--- config.mk ---
export PLATFORM = sky130hd
export DESIGN_NAME = csb_tx_status_buf
export DESIGN_NICKNAME = d
export VERILOG_FILES = /design/src/rtl/csb_pkg.sv /design/src/rtl/csb_host_map.sv /design/src/rtl/csb_store.sv /design/src/rtl/csb_serializer.sv /design/src/rtl/csb_tx_status_buf.sv
export SDC_FILE = /design/constraint.sdc
export NUM_CORES = 2
export LEC_CHECK = 0
export CORE_MARGIN = 4
export CORE_UTILIZATION = 57
export DETAILED_ROUTE_END_ITERATION = 10
export PLACE_DENSITY = 0.76
export SYNTH_ARGS = -nofsm -noshare
export SYNTH_HDL_FRONTEND = slang
export SYNTH_HIERARCHICAL = 1
export SYNTH_SLANG_ARGS = --single-unit
--- constraint.sdc ---
create_clock -name clk -period 22.6 [get_ports clk]
set_clock_uncertainty 0.1 [all_clocks]
set_input_delay 3.39 -clock clk [delete_from_list [all_inputs] [get_ports clk]]
set_output_delay 3.39 -clock clk [all_outputs]
set_load 0.02 [all_outputs]
--- src/rtl/csb_pkg.sv ---
package csb_pkg;
  localparam logic [7:0] CRC_INIT = 8'hFF;
  localparam logic [7:0] CRC_POLY_REFL = 8'hB8;

  // one serial step of the LSB-first CRC-8
  function automatic logic [7:0] crc_step(input logic [7:0] c, input logic d);
    logic fb;
    fb = c[0] ^ d;
    crc_step = (c >> 1) ^ (fb ? CRC_POLY_REFL : 8'h00);
  endfunction
endpackage

--- src/rtl/csb_host_map.sv ---
module csb_host_map #(
  parameter int AW = 5
) (
  input  logic          clk,
  input  logic          rst_n,
  input  logic          pair_mode,
  input  logic          host_wr,
  input  logic          host_rd,
  input  logic [AW:0]   host_addr,
  output logic          acc_ch,
  output logic [AW-1:0] acc_idx
);
  logic phase_q, phase_d;
  logic access;

  assign access = host_wr | host_rd;

  always_comb begin
    phase_d = phase_q;
    if (!pair_mode)  phase_d = 1'b0;
    else if (access) phase_d = ~phase_q;
  end

  always_ff @(posedge clk or negedge rst_n) begin
    if (!rst_n) phase_q <= 1'b0;
    else        phase_q <= phase_d;
  end

  assign acc_ch  = pair_mode ? phase_q : host_addr[AW];
  assign acc_idx = host_addr[AW-1:0];


  pair_flip_chk: assert property (@(posedge clk) disable iff (!rst_n)
    (pair_mode && access) |=> (phase_q != $past(phase_q)));


  pair_rest_chk: assert property (@(posedge clk) disable iff (!rst_n)
    !pair_mode |=> !phase_q);
endmodule

--- src/rtl/csb_store.sv ---
module csb_store #(
  parameter int NBYTES = 24,
  parameter int PREFIX = 5,
  parameter int AW     = 5
) (
  input  logic                         clk,
  input  logic                         rst_n,
  input  logic                         host_we,
  input  logic                         host_re,
  input  logic                         h_ch,
  input  logic [AW-1:0]                h_idx,
  input  logic [7:0]                   h_wdata,
  output logic [7:0]                   h_rdata,
  input  logic                         cp_we,
  input  logic                         cp_ch,
  input  logic [AW-1:0]                cp_idx,
  input  logic [7:0]                   cp_data,
  input  logic                         lock_prefix,
  input  logic                         load,
  output logic [1:0][NBYTES-1:0][7:0]  act
);
  localparam logic [AW-1:0] NB_L = AW'(NBYTES);
  localparam logic [AW-1:0] PF_L = AW'(PREFIX);

  logic [1:0][NBYTES-1:0][7:0] shadow_q, shadow_d;
  logic [1:0][NBYTES-1:0][7:0] active_q, active_d;
  logic [7:0] rdata_q, rdata_d;
  logic h_ok, cp_ok, cp_allowed;

  assign h_ok       = (h_idx < NB_L);
  assign cp_ok      = (cp_idx < NB_L);
  assign cp_allowed = cp_ok && !(lock_prefix && (cp_idx < PF_L));

  always_comb begin
    shadow_d = shadow_q;
    if (cp_we && cp_allowed)  shadow_d[cp_ch][cp_idx] = cp_data;
    if (host_we && h_ok)      shadow_d[h_ch][h_idx]   = h_wdata;
  end

  always_comb begin
    rdata_d = rdata_q;
    if (host_re) rdata_d = h_ok ? shadow_q[h_ch][h_idx] : 8'h00;
  end

  always_comb begin
    active_d = active_q;
    if (load) active_d = shadow_q;
  end

  always_ff @(posedge clk or negedge rst_n) begin
    if (!rst_n) begin
      shadow_q <= '0;
      active_q <= '0;
      rdata_q  <= '0;
    end else begin
      shadow_q <= shadow_d;
      active_q <= active_d;
      rdata_q  <= rdata_d;
    end
  end

  assign act     = active_q;
  assign h_rdata = rdata_q;


  snap_hold_chk: assert property (@(posedge clk) disable iff (!rst_n)
    !load |=> $stable(active_q));


  snap_take_chk: assert property (@(posedge clk) disable iff (!rst_n)
    load |=> (active_q == $past(shadow_q)));


  lock_guard_chk: assert property (@(posedge clk) disable iff (!rst_n)
    (cp_we && lock_prefix && (cp_idx < PF_L) && !host_we) |=> $stable(shadow_q));
endmodule

--- src/rtl/csb_serializer.sv ---
module csb_serializer
  import csb_pkg::*;
#(
  parameter int NBYTES = 24
) (
  input  logic                         clk,
  input  logic                         rst_n,
  input  logic                         sf_tick,
  input  logic [1:0][NBYTES-1:0][7:0]  act,
  output logic                         tx_bit,
  output logic                         tx_chan_b,
  output logic                         tx_blk_start,
  output logic                         load
);
  localparam int SUBF = NBYTES * 16;
  localparam int CW   = $clog2(SUBF);
  localparam int BW   = CW - 4;
  localparam logic [CW-1:0] LAST_L = CW'(SUBF - 1);
  localparam logic [BW-1:0] CRCB_L = BW'(NBYTES - 1);

  logic [CW-1:0]   cnt_q, cnt_d;
  logic [1:0][7:0] crc_q, crc_d;
  logic            ch;
  logic [BW-1:0]   byte_idx;
  logic [2:0]      bpos;
  logic            data_bit, in_crc, pro;

  assign ch       = cnt_q[0];
  assign bpos     = cnt_q[3:1];
  assign byte_idx = cnt_q[CW-1:4];
  assign data_bit = act[ch][byte_idx][bpos];
  assign in_crc   = (byte_idx == CRCB_L);
  assign pro      = act[ch][0][0];
  assign load     = sf_tick && (cnt_q == LAST_L);

  always_comb begin
    cnt_d = cnt_q;
    crc_d = crc_q;
    if (sf_tick) begin
      if (cnt_q == LAST_L) begin
        cnt_d = '0;
        crc_d = {CRC_INIT, CRC_INIT};
      end else begin
        cnt_d = cnt_q + 1'b1;
        if (!in_crc) crc_d[ch] = crc_step(crc_q[ch], data_bit);
      end
    end
  end

  always_ff @(posedge clk or negedge rst_n) begin
    if (!rst_n) begin
      cnt_q <= '0;
      crc_q <= {CRC_INIT, CRC_INIT};
    end else begin
      cnt_q <= cnt_d;
      crc_q <= crc_d;
    end
  end

  assign tx_bit       = (in_crc && pro) ? crc_q[ch][bpos] : data_bit;
  assign tx_chan_b    = ch;
  assign tx_blk_start = (cnt_q == '0);


  blk_start_chk: assert property (@(posedge clk) disable iff (!rst_n)
    load |=> tx_blk_start);


  cnt_hold_chk: assert property (@(posedge clk) disable iff (!rst_n)
    !sf_tick |=> $stable(cnt_q));


  chan_alt_chk: assert property (@(posedge clk) disable iff (!rst_n)
    sf_tick |=> (tx_chan_b != $past(tx_chan_b)));
endmodule

--- src/rtl/csb_tx_status_buf.sv ---
module csb_tx_status_buf #(
  parameter int NBYTES = 24,
  parameter int PREFIX = 5,
  localparam int AW = $clog2(NBYTES)
) (
  input  logic          clk,
  input  logic          rst_n,
  input  logic [AW:0]   host_addr,
  input  logic          host_wr,
  input  logic          host_rd,
  input  logic [7:0]    host_wdata,
  output logic [7:0]    host_rdata,
  input  logic          pair_mode,
  input  logic          lock_prefix,
  input  logic          cp_we,
  input  logic          cp_chan,
  input  logic [AW-1:0] cp_byte,
  input  logic [7:0]    cp_data,
  input  logic          sf_tick,
  output logic          tx_bit,
  output logic          tx_chan_b,
  output logic          tx_blk_start
);
  logic [1:0] rst_sync_q;
  logic       rst_int_n;

  always_ff @(posedge clk or negedge rst_n) begin
    if (!rst_n) rst_sync_q <= 2'b00;
    else        rst_sync_q <= {rst_sync_q[0], 1'b1};
  end
  assign rst_int_n = rst_sync_q[1];

  logic                        acc_ch;
  logic [AW-1:0]               acc_idx;
  logic [1:0][NBYTES-1:0][7:0] act;
  logic                        load;

  csb_host_map #(.AW(AW)) u_map (
    .clk       (clk),
    .rst_n     (rst_int_n),
    .pair_mode (pair_mode),
    .host_wr   (host_wr),
    .host_rd   (host_rd),
    .host_addr (host_addr),
    .acc_ch    (acc_ch),
    .acc_idx   (acc_idx)
  );

  csb_store #(.NBYTES(NBYTES), .PREFIX(PREFIX), .AW(AW)) u_store (
    .clk         (clk),
    .rst_n       (rst_int_n),
    .host_we     (host_wr),
    .host_re     (host_rd),
    .h_ch        (acc_ch),
    .h_idx       (acc_idx),
    .h_wdata     (host_wdata),
    .h_rdata     (host_rdata),
    .cp_we       (cp_we),
    .cp_ch       (cp_chan),
    .cp_idx      (cp_byte),
    .cp_data     (cp_data),
    .lock_prefix (lock_prefix),
    .load        (load),
    .act         (act)
  );

  csb_serializer #(.NBYTES(NBYTES)) u_ser (
    .clk          (clk),
    .rst_n        (rst_int_n),
    .sf_tick      (sf_tick),
    .act          (act),
    .tx_bit       (tx_bit),
    .tx_chan_b    (tx_chan_b),
    .tx_blk_start (tx_blk_start),
    .load         (load)
  );
endmodule

==> results.yml <==
run_status:
  status: "finished, final reports clean"
yosys:
  synthFlopType: "dfrtp_1"
  yosysSeqAreaShare_pct: 49.1
  synth.cell_area_um2: 41000
  synth_edf_count: 0
  synth_area_per_cell_um2: 11.9
  yosys_warnings: 6
  async_reset_ff_share_pct: 100
  ys_types: 83
  syn_nets: 3475
  synthCells: 3437
  ys_ff_latch: 804
global_route:
  grt.overflow.total: 0
  grt_pass1_wl_mm: 199
  track_usage_pct: 34.4
  grt_max_degree: 180
  grt_pass1_vias: 29400
  antenna_found_initial: 5
floorplan:
  fp.dieArea_um2: 76300
  start_util_pct: 57.4
  rows: 98
  core_um2: 71400
  ios: 47
  die_x_um: 276
  dieHeight_um: 276
critical_path:
  critPathMaxStageDelay_ns: 0.82
  ff2ff_setup_slack_ns: 17.42
  cp.arrival_ns: 5.42
  critPathCaptureType: "output pin"
  slowest_stage: "dfrtp_4"
  path_class: "flop to output pin"
  critPathRequiredTime_ns: 19.11
  path_max_fanout: 102
  startpoint_type: "flop"
  worstPathCellList: "buf_12 -> mux4_2 -> a221o_1 -> o21ai_0 -> o21ai_1 -> a32o_1 -> o311ai_2 -> buf_4 -> a21oi_1 -> a21o_1 -> clkdlybuf4s50_1"
route:
  wl_per_cell_um: 30.7
  firstDrtPassIters: 7
  antenna_left: 0
  drc: 0
  drt_iter0_markers: 4442
  via_per_inst: 6.90
  routed_wl_mm: 134
  via_count: 30000
placed_design:
  numPortBuffers: 46
  hpwl_mm: 85.6
  pre_cts_ws_ns: 14.49
  gp_congestion: 1.00
cts:
  post_cts_buffers: 0
  root_buffer: "clkbuf_16"
  cts_max_path_buffers: 3
  cts_tree: "done"
  cts_made_buffers: 85
  ctsHoldBuffers: 0
  clkLatencyLatePin_ns: 0.65
  clock-sinks: 804
  ctsHtreeMaxLevel: 3
  clk_pin_slew_worst_paths_ns: 0.07
  cts_resized: 0
timing:
  hold_ws_ns: 0.247
  setup_viol: 0
  finalMaxSlewViolations: 0
  worst_pin_slew_ns: 1.45
  slew_headroom_pct: 3.02
  tns_ns: 0
  period_share_pct: 39.4
  rsz0062_at_grt: "false"
  fmax_mhz: 112
  finalWorstSetupSlack_ns: 13.69
  hold_viol: 0
  fin_crit_ns: 8.91
pwr:
  leakagePower_uw: 0.0206
  power.density_nw_per_um2: 87.8
  vdd.ir_drop.worst_mv: 0.0850
final_layout:
  syn2layout_area_growth_pct: 8.81
  final_nets: 3369
  num-fill-cells: 5381
  final_util_pct: 62.5
  drive_gt1_share_pct: 24.4
hold_path:
  hold_class: "flop to flop"
run:
  max_cap_viol_count: 0
## state kept, by name, indices dropped and copies added (netlist names)
| signal | flops |
|---|---|
| u_ser/crc_q | 16 |
| u_ser/cnt_q | 9 |
| u_store/act | 384 |
| u_map/phase_q | 1 |
| rst_sync_q | 2 |
| u_store/h_rdata | 8 |
| u_store/shadow_q | 384 |
## final cells by class
class / instances / area [um^2] / area share [%]
Sequential cell: 804 / 20200 / 45.2
Multi-Input combinational cell: 2340 / 19600 / 43.9
Clock buffer: 123 / 2540 / 5.70
Tap cell: 950 / 1190 / 2.66
Timing Repair Buffer: 95 / 790 / 1.77
Clock inverter: 33 / 332 / 0.743
Inverter: 5 / 18.8 / 0.0421
Antenna cell: 1 / 2.50 / 0.00561
## cell families after synthesis
| group | Yosys count | share of synthesized area, % |
|---|---|---|
| compound gates | 596 | 8.70 |
| xor+xnor | 5 | 0.107 |
| fa+ha+maj | 2 | 0.0610 |
| buf+inv | 293 | 3.28 |
| flops | 804 | 49.1 |
| mux | 1048 | 31.0 |
| other cells | 1 | 0.00915 |
| simple gates | 688 | 7.73 |
## cells in the mapped netlist (6+ instances only)
library cell  count  area share, %
a211oi_1          7           0.13
a21boi_0          9           0.16
a21oi_1         221            2.7
a221oi_1          7           0.15
a22oi_1          79            1.4
and2_1            7           0.11
and3_1            6          0.092
buf_1            15           0.14
buf_2            55           0.67
buf_4            16           0.29
buf_6             8           0.22
clkbuf_1        188            1.7
dfrtp_1         788             48
dfstp_2          16            1.0
mux2_2          392             11
mux2i_1         519             13
mux4_2          136            7.5
nand2_1         258            2.4
nand2_2          17           0.26
nand2b_1         13           0.20
nand3_1          36           0.44
nand4_1          11           0.17
nor2_1          251            2.3
nor2_2            9           0.14
nor2_4           13           0.36
nor2b_1          12           0.18
nor3b_1          13           0.24
o2111ai_1         8           0.17
o21ai_0         196            2.4
o21ai_1          13           0.16
o221a_2           7           0.19
or3_1             6          0.092
## power breakdown
group	switching [uW]	total (uW)	leakage [uW]	internal [uW]
logic	380	654	0.00839	274
clock network	604	1440	0.00143	841
registers	190	1820	0.0107	1630
## worst paths after layout
kind	end	depth (start not counted)	start
min reg2reg	rst_sync_q[1]	0	rst_sync_q[0]
max reg2reg	u_store/act[202]	7	u_ser/cnt_q[4]
max	tx_bit	11	u_ser/cnt_q[0]
min in group asynchronous	u_store/shadow_q[170]	0	rst_sync_q[1]
min	rst_sync_q[1]	0	rst_sync_q[0]
max in group asynchronous	u_store/act[3]	4	rst_sync_q[1]
## layout by cell type (no fill, tap or decap), drive strengths merged, types with 12 or more instances in the layout
cell	instances
clkbuf	124
clkinv	20
clkdlybuf4s50	29
nand3	37
nor2	273
o21ai	210
nand2	275
mux4	137
mux2	392
dfrtp	788
nand2b	13
nand4	12
nor2b	12
mux2i	519
buf	65
nor3b	14
dfstp	16
a21oi	221
a22oi	79
## critical path, delay by kind of cell (launching register included)
| kind | cells | cell delay (ns) |
|---|---|---|
| flops | 1 | 0.82 |
| buf+inv | 3 | 1.40 |
| mux | 1 | 0.63 |
| compound gates | 7 | 1.58 |
## through the flow
step	power (uW)	area [um^2]	instances
after floorplan	2230	41000	3437
after global placement	2430	41700	4194
after detailed placement	2470	41700	4194
after CTS	3900	44600	4350
after global routing	4050	44600	4350
final	3910	44600	4351
## routing by layer
| layer | share of wire [%] | up-vias | wire length [um] | GRT usage [%] |
|---|---|---|---|---|
| met2 | 43 | 2057 | 57700 | 49.7 |
| met4 | 5.1 | 4 | 6810 | 14.7 |
| li1 | - | 12300 | - | - |
| met3 | 13 | 377 | 17300 | 11.2 |
| met1 | 39 | 15300 | 51800 | 48.3 |
| met5 | 0.020 | - | 27 | 0 |
Note: power is estimated with default switching activity, not from simulation.
